### src/rtl/fdiv_seq.sv
module fdiv_seq #(
  parameter int STEP = 4
) (
  input  logic        clk,
  input  logic        rst_n,
  input  logic        start,
  input  logic [31:0] dividend,
  input  logic [31:0] divisor,
  output logic        busy,
  output logic        done,
  output logic [31:0] quotient
);
  localparam int QBITS = 26;
  localparam int ITER  = (QBITS + STEP - 1) / STEP;
  localparam int QW    = ITER * STEP;
  localparam int CW    = $clog2(ITER + 1);

  localparam logic [1:0] SP_NONE = 2'd0, SP_NAN = 2'd1, SP_INF = 2'd2, SP_ZERO = 2'd3;

  logic              busy_q, done_q;
  logic [31:0]       res_q;
  logic [24:0]       rem_q, rem_n;
  logic [QW-1:0]     quo_q, quo_n;
  logic [23:0]       mb_q;
  logic              sgn_q;
  logic signed [9:0] exp_q;
  logic [1:0]        spec_q, spec_in;
  logic [CW-1:0]     cnt_q;

  wire a_max  = &dividend[30:23];
  wire b_max  = &divisor[30:23];
  wire a_nan  = a_max & (|dividend[22:0]);
  wire b_nan  = b_max & (|divisor[22:0]);
  wire a_inf  = a_max & ~(|dividend[22:0]);
  wire b_inf  = b_max & ~(|divisor[22:0]);
  wire a_zero = ~(|dividend[30:23]);
  wire b_zero = ~(|divisor[30:23]);

  always_comb begin
    if (a_nan || b_nan || b_zero) spec_in = SP_NAN;
    else if (a_inf)               spec_in = SP_INF;
    else if (b_inf)               spec_in = SP_ZERO;
    else if (a_zero)              spec_in = SP_ZERO;
    else                          spec_in = SP_NONE;
  end

  wire [9:0] exp_in = {2'b00, dividend[30:23]} - {2'b00, divisor[30:23]} + 10'd127;

  always_comb begin
    logic [24:0]   r;
    logic [QW-1:0] q;
    logic          qb;
    r = rem_q;
    q = quo_q;
    for (int i = 0; i < STEP; i++) begin
      qb = (r >= {1'b0, mb_q});
      if (qb) r = r - {1'b0, mb_q};
      r = {r[23:0], 1'b0};
      q = {q[QW-2:0], qb};
    end
    rem_n = r;
    quo_n = q;
  end

  wire [QBITS-1:0]    q26  = quo_n[QW-1 -: QBITS];
  wire                norm = q26[QBITS-1];
  wire [22:0]         frac = norm ? q26[24:2] : q26[23:1];
  wire signed [9:0]   e_fin = exp_q - (norm ? 10'sd0 : 10'sd1);
  logic [31:0]        res_n;

  always_comb begin
    case (spec_q)
      SP_NAN:  res_n = 32'h7FC0_0000;
      SP_INF:  res_n = {sgn_q, 8'hFF, 23'd0};
      SP_ZERO: res_n = {sgn_q, 31'd0};
      default: begin
        if (e_fin < 10'sd1)        res_n = {sgn_q, 31'd0};
        else if (e_fin > 10'sd254) res_n = {sgn_q, 8'hFF, 23'd0};
        else                       res_n = {sgn_q, e_fin[7:0], frac};
      end
    endcase
  end

  always_ff @(posedge clk or negedge rst_n) begin
    if (!rst_n) begin
      busy_q <= 1'b0;
      done_q <= 1'b0;
      res_q  <= '0;
      rem_q  <= '0;
      quo_q  <= '0;
      mb_q   <= '0;
      sgn_q  <= 1'b0;
      exp_q  <= '0;
      spec_q <= SP_NONE;
      cnt_q  <= '0;
    end else begin
      done_q <= 1'b0;
      if (start && !busy_q) begin
        rem_q  <= {2'b01, dividend[22:0]};
        mb_q   <= {1'b1, divisor[22:0]};
        quo_q  <= '0;
        sgn_q  <= dividend[31] ^ divisor[31];
        exp_q  <= $signed(exp_in);
        spec_q <= spec_in;
        cnt_q  <= CW'(ITER);
        busy_q <= 1'b1;
      end else if (busy_q) begin
        rem_q <= rem_n;
        quo_q <= quo_n;
        cnt_q <= cnt_q - CW'(1);
        if (cnt_q == CW'(1)) begin
          busy_q <= 1'b0;
          done_q <= 1'b1;
          res_q  <= res_n;
        end
      end
    end
  end

  assign busy     = busy_q;
  assign done     = done_q;
  assign quotient = res_q;
endmodule

### config.mk
export PLATFORM = sky130hd
export DESIGN_NAME = fdiv_seq
export DESIGN_NICKNAME = d
export VERILOG_FILES = /design/src/rtl/fdiv_seq.sv
export SDC_FILE = /design/constraint.sdc
export NUM_CORES = 1
export LEC_CHECK = 0
export ABC_AREA = 1
export BUFFER_PORTS_ARGS = -buffer_cell sky130_fd_sc_hd__buf_2
export CELL_PAD_IN_SITES_DETAIL_PLACEMENT = 0
export CELL_PAD_IN_SITES_GLOBAL_PLACEMENT = 1
export CORE_UTILIZATION = 48
export DETAILED_ROUTE_END_ITERATION = 7
export PLACE_DENSITY_LB_ADDON = 0.2
export SLEW_MARGIN = 20
export SYNTH_ARGS = -nofsm -noshare
export SYNTH_HDL_FRONTEND = slang
export SYNTH_SLANG_ARGS = --single-unit
export TNS_END_PERCENT = 10
### constraint.sdc
create_clock -name clk -period 16.3 [get_ports clk]
set_clock_uncertainty 0.2 [all_clocks]
set_input_delay 1.63 -clock clk [delete_from_list [all_inputs] [get_ports clk]]
set_output_delay 1.63 -clock clk [all_outputs]
set_load 0.02 [all_outputs]
==> flow_summary.json <==
{
  "layout-drive-gt1-share_pct": 12.10,
  "vias": 12980,
  "cts_hold_buffers": 0,
  "worstPathRequired_ns": 16.42,
  "routed_wl_um": 45800,
  "grt_pass1_wl_um": 69660,
  "min_period_ns": 10.49,
  "ant_nets": 0,
  "grt_pass1_vias": 12090,
  "start_kind": "flip-flop",
  "clk_latency_ns": 0.44,
  "status": "complete, no violations",
  "critPathKind": "flip-flop to flip-flop",
  "crit_top_cell": "nand2_1",
  "hold_end": "cnt_q[2]",
  "syn_area_per_cell_um2": 6.674,
  "critPathMaxFanout": 43,
  "synth-seq-area-share_pct": 24.43,
  "drt-initial-drc-count": 1159,
  "syn_inst": 1888,
  "grtUsageMet3_pct": 5.631,
  "area.growth.synth_to_final_pct": 10.46,
  "ys_warn_count": 0,
  "use_met2_pct": 52.97,
  "multiInputGateArea_um2": 8232,
  "critical-path-slowest-cell": "o21ai_0",
  "slew_violations": 0,
  "worstMarginPinSlew_ns": 1.060,
  "synth_area_um2": 12600,
  "fin_nets": 2151,
  "max_cap_viol_count": 0,
  "synth_edf_count": 0,
  "reg2reg_to": "rem_q[23]",
  "antenna_cells": 0,
  "rrSetupSlack_ns": 5.81,
  "ys_types": 58,
  "cp.arrival_ns": 10.61,
  "hp-start": "cnt_q[2]",
  "ctsLongestPathBuffers": 2,
  "synthesis.nets": 2069,
  "hpwl_um": 35990,
  "root_buffer": "clkbuf_16",
  "met1_usage_pct": 49.48,
  "io_buffer_count": 100,
  "rr_worst_depth": 49,
  "design.die.area_um2": 26900,
  "cts_resized": 0,
  "grt_max_degree": 72,
  "crit_path_end_kind": "flip-flop",
  "clk_pin_slew_worst_paths_ns": 0.06,
  "dieHeight_um": 164.0,
  "cts_buffers": 17,
  "synth_flop_cell": "dfrtp_1",
  "start_util_pct": 49.47,
  "fin_crit_sh_pct": 64.35,
  "finalHoldViolations": 0,
  "cts_tree": "done",
  "setup_violations": 0,
  "antenna_found_initial": 0,
  "cts_max_level": 4,
  "grt_usage_pct": 34.92,
  "gr-total-overflow": 0,
  "fin_tns_setup_ns": 0,
  "io_pins": 101,
  "max_slew_margin_pct": 29.13,
  "grt_most_used_layer": "met2",
  "first_pass_iters": 5,
  "viasPerCell": 5.610,
  "drc": 0,
  "core_area_um2": 25470,
  "avgRoutedWirePerCell_um": 19.80,
  "max_freq_mhz": 95.33,
  "cts_sinks": 123,
  "die_w_um": 164.0,
  "seqCellArea_um2": 3079,
  "r2r-start": "mb_q[2]",
  "max_stage_delay_ns": 0.63,
  "async_reset_ff_share_pct": 100.0,
  "cts_setup_buffers": 0,
  "fill_cells": 2561,
  "grt_setup_unrepaired": "no",
  "rows": 58,
  "synth-seq-cells": 123,
  "hold_path_class": "flip-flop to flip-flop",
  "routabilityCongestion": 1.044,
  "hold_depth": 1
}
-- metal layers --
| layer | up-vias | share of wire (%) |
|---|---|---|
| li1 | 6356 | - |
| met2 | 488 | 43 |
| met5 | - | 0 |
| met4 | 0 | 3.7 |
| met1 | 6055 | 46 |
| met3 | 77 | 7.4 |
-- metrics by stage --
stage / worst slack (ns) / cells / hold WS (ns) / utilization (%) / cell area (µm²)
2_1_floorplan: 8.672 / 1888 / 0.2237 / - / 12600
3_3_place_gp: 6.313 / 2281 / 0.2387 / 52.35 / 13340
3_5_place_dp: 6.185 / 2281 / 0.2441 / 52.35 / 13340
4_1_cts: 6.144 / 2313 / 0.2530 / 54.64 / 13920
5_1_grt: 4.985 / 2313 / 0.2698 / 54.64 / 13920
6_report: 5.810 / 2313 / 0.2553 / 54.64 / 13920
-- area by class of cell --
class,count,area share (%)
tap,330,2.967
clock buffer,17,3.056
multi-input combinational,1443,59.14
clock inverter,15,1.124
sequential,123,22.12
timing repair buffer,107,4.018
inverter,278,7.569
-- critical path: cells and delay by family, from the launching register on --
| kind | cells | cell delay, ns |
|---|---|---|
| and+or+nand+nor | 28 | 4.32 |
| adders and majority gates | 4 | 1.44 |
| buffers and inverters | 4 | 0.93 |
| DFF | 1 | 0.36 |
| AOI/OAI and AO/OA | 13 | 3.05 |
-- kinds of logic (layout without fill, tap and decap cells) --
group,count (synthesis),after routing,synth area share [%]
simple gates,835,835,28.66
mux,1,1,0.07944
xor+xnor,95,95,6.603
fa+ha+maj,114,114,11.50
compound gates,398,398,18.43
flops,123,123,24.43
buf+inv,322,417,10.31
-- placed cells by master (no fill, tap or decap), drive strengths merged, types with 8 or more instances in the layout --
cell,synthesis,routed
clkbuf,23,17
nand4,27,27
o21ai,185,185
ha,111,111
nor2,132,132
a21oi,110,110
xnor2,49,49
a31oi,10,10
xor2,46,46
nor4,16,16
dfrtp,123,123
nor3,19,19
nand2,543,543
inv,275,282
nand3,85,85
a21o,11,11
clkinv,3,8
buf,21,107
o21bai,29,29
o22ai,31,31
-- cell usage after synthesis (3+ instances only) --
library cell / n / area (µm²)
a21boi_0: 3 / 22.52
a21o_1: 11 / 82.58
a21oi_1: 108 / 540.5
a22oi_1: 4 / 30.03
a31o_2: 3 / 26.28
a31oi_1: 10 / 62.56
buf_1: 5 / 18.77
buf_2: 4 / 20.02
buf_4: 4 / 30.03
buf_6: 8 / 90.09
clkbuf_1: 23 / 86.33
dfrtp_1: 123 / 3078
fa_1: 3 / 60.06
ha_1: 111 / 1389
inv_1: 260 / 975.9
inv_2: 13 / 48.80
nand2_1: 524 / 1967
nand2_2: 16 / 100.1
nand2_4: 3 / 33.78
nand3_1: 73 / 365.4
nand3_2: 9 / 90.09
nand3_4: 3 / 52.55
nand4_1: 27 / 168.9
nor2_1: 118 / 442.9
nor2_2: 11 / 68.82
nor3_1: 19 / 95.09
nor4_1: 16 / 100.1
o21ai_0: 160 / 800.8
o21ai_1: 3 / 15.01
o21ai_2: 22 / 192.7
o21bai_1: 24 / 180.2
o21bai_2: 5 / 56.30
o22ai_1: 31 / 193.9
o31ai_1: 3 / 22.52
or2_2: 5 / 31.28
xnor2_1: 49 / 429.2
xor2_1: 46 / 402.9
-- registers in the layout (all words and copies together) (netlist names) --
name and cells:
busy 1, cnt_q 3, done 1, exp_q 10
mb_q 24, quo_q 24, quotient 32, rem_q 25
sgn_q 1, spec_q 2
-- how the worst max path moves through the flow --
stage | endpoint | from | cells after the start | slack, ns
CTS | rem_q[23] | mb_q[2] | 50 | 6.14
finish | rem_q[23] | mb_q[2] | 49 | 5.81
floorplan | rem_q[14] | mb_q[12] | 58 | 8.67
global placement | rem_q[23] | mb_q[2] | 50 | 6.31
global route | rem_q[23] | mb_q[2] | 50 | 4.99
detailed placement | rem_q[23] | mb_q[2] | 50 | 6.19
Power is left out: the tool's default activity adds up to more than one toggle a clock period on the data nets, which glitch-free logic cannot reach.
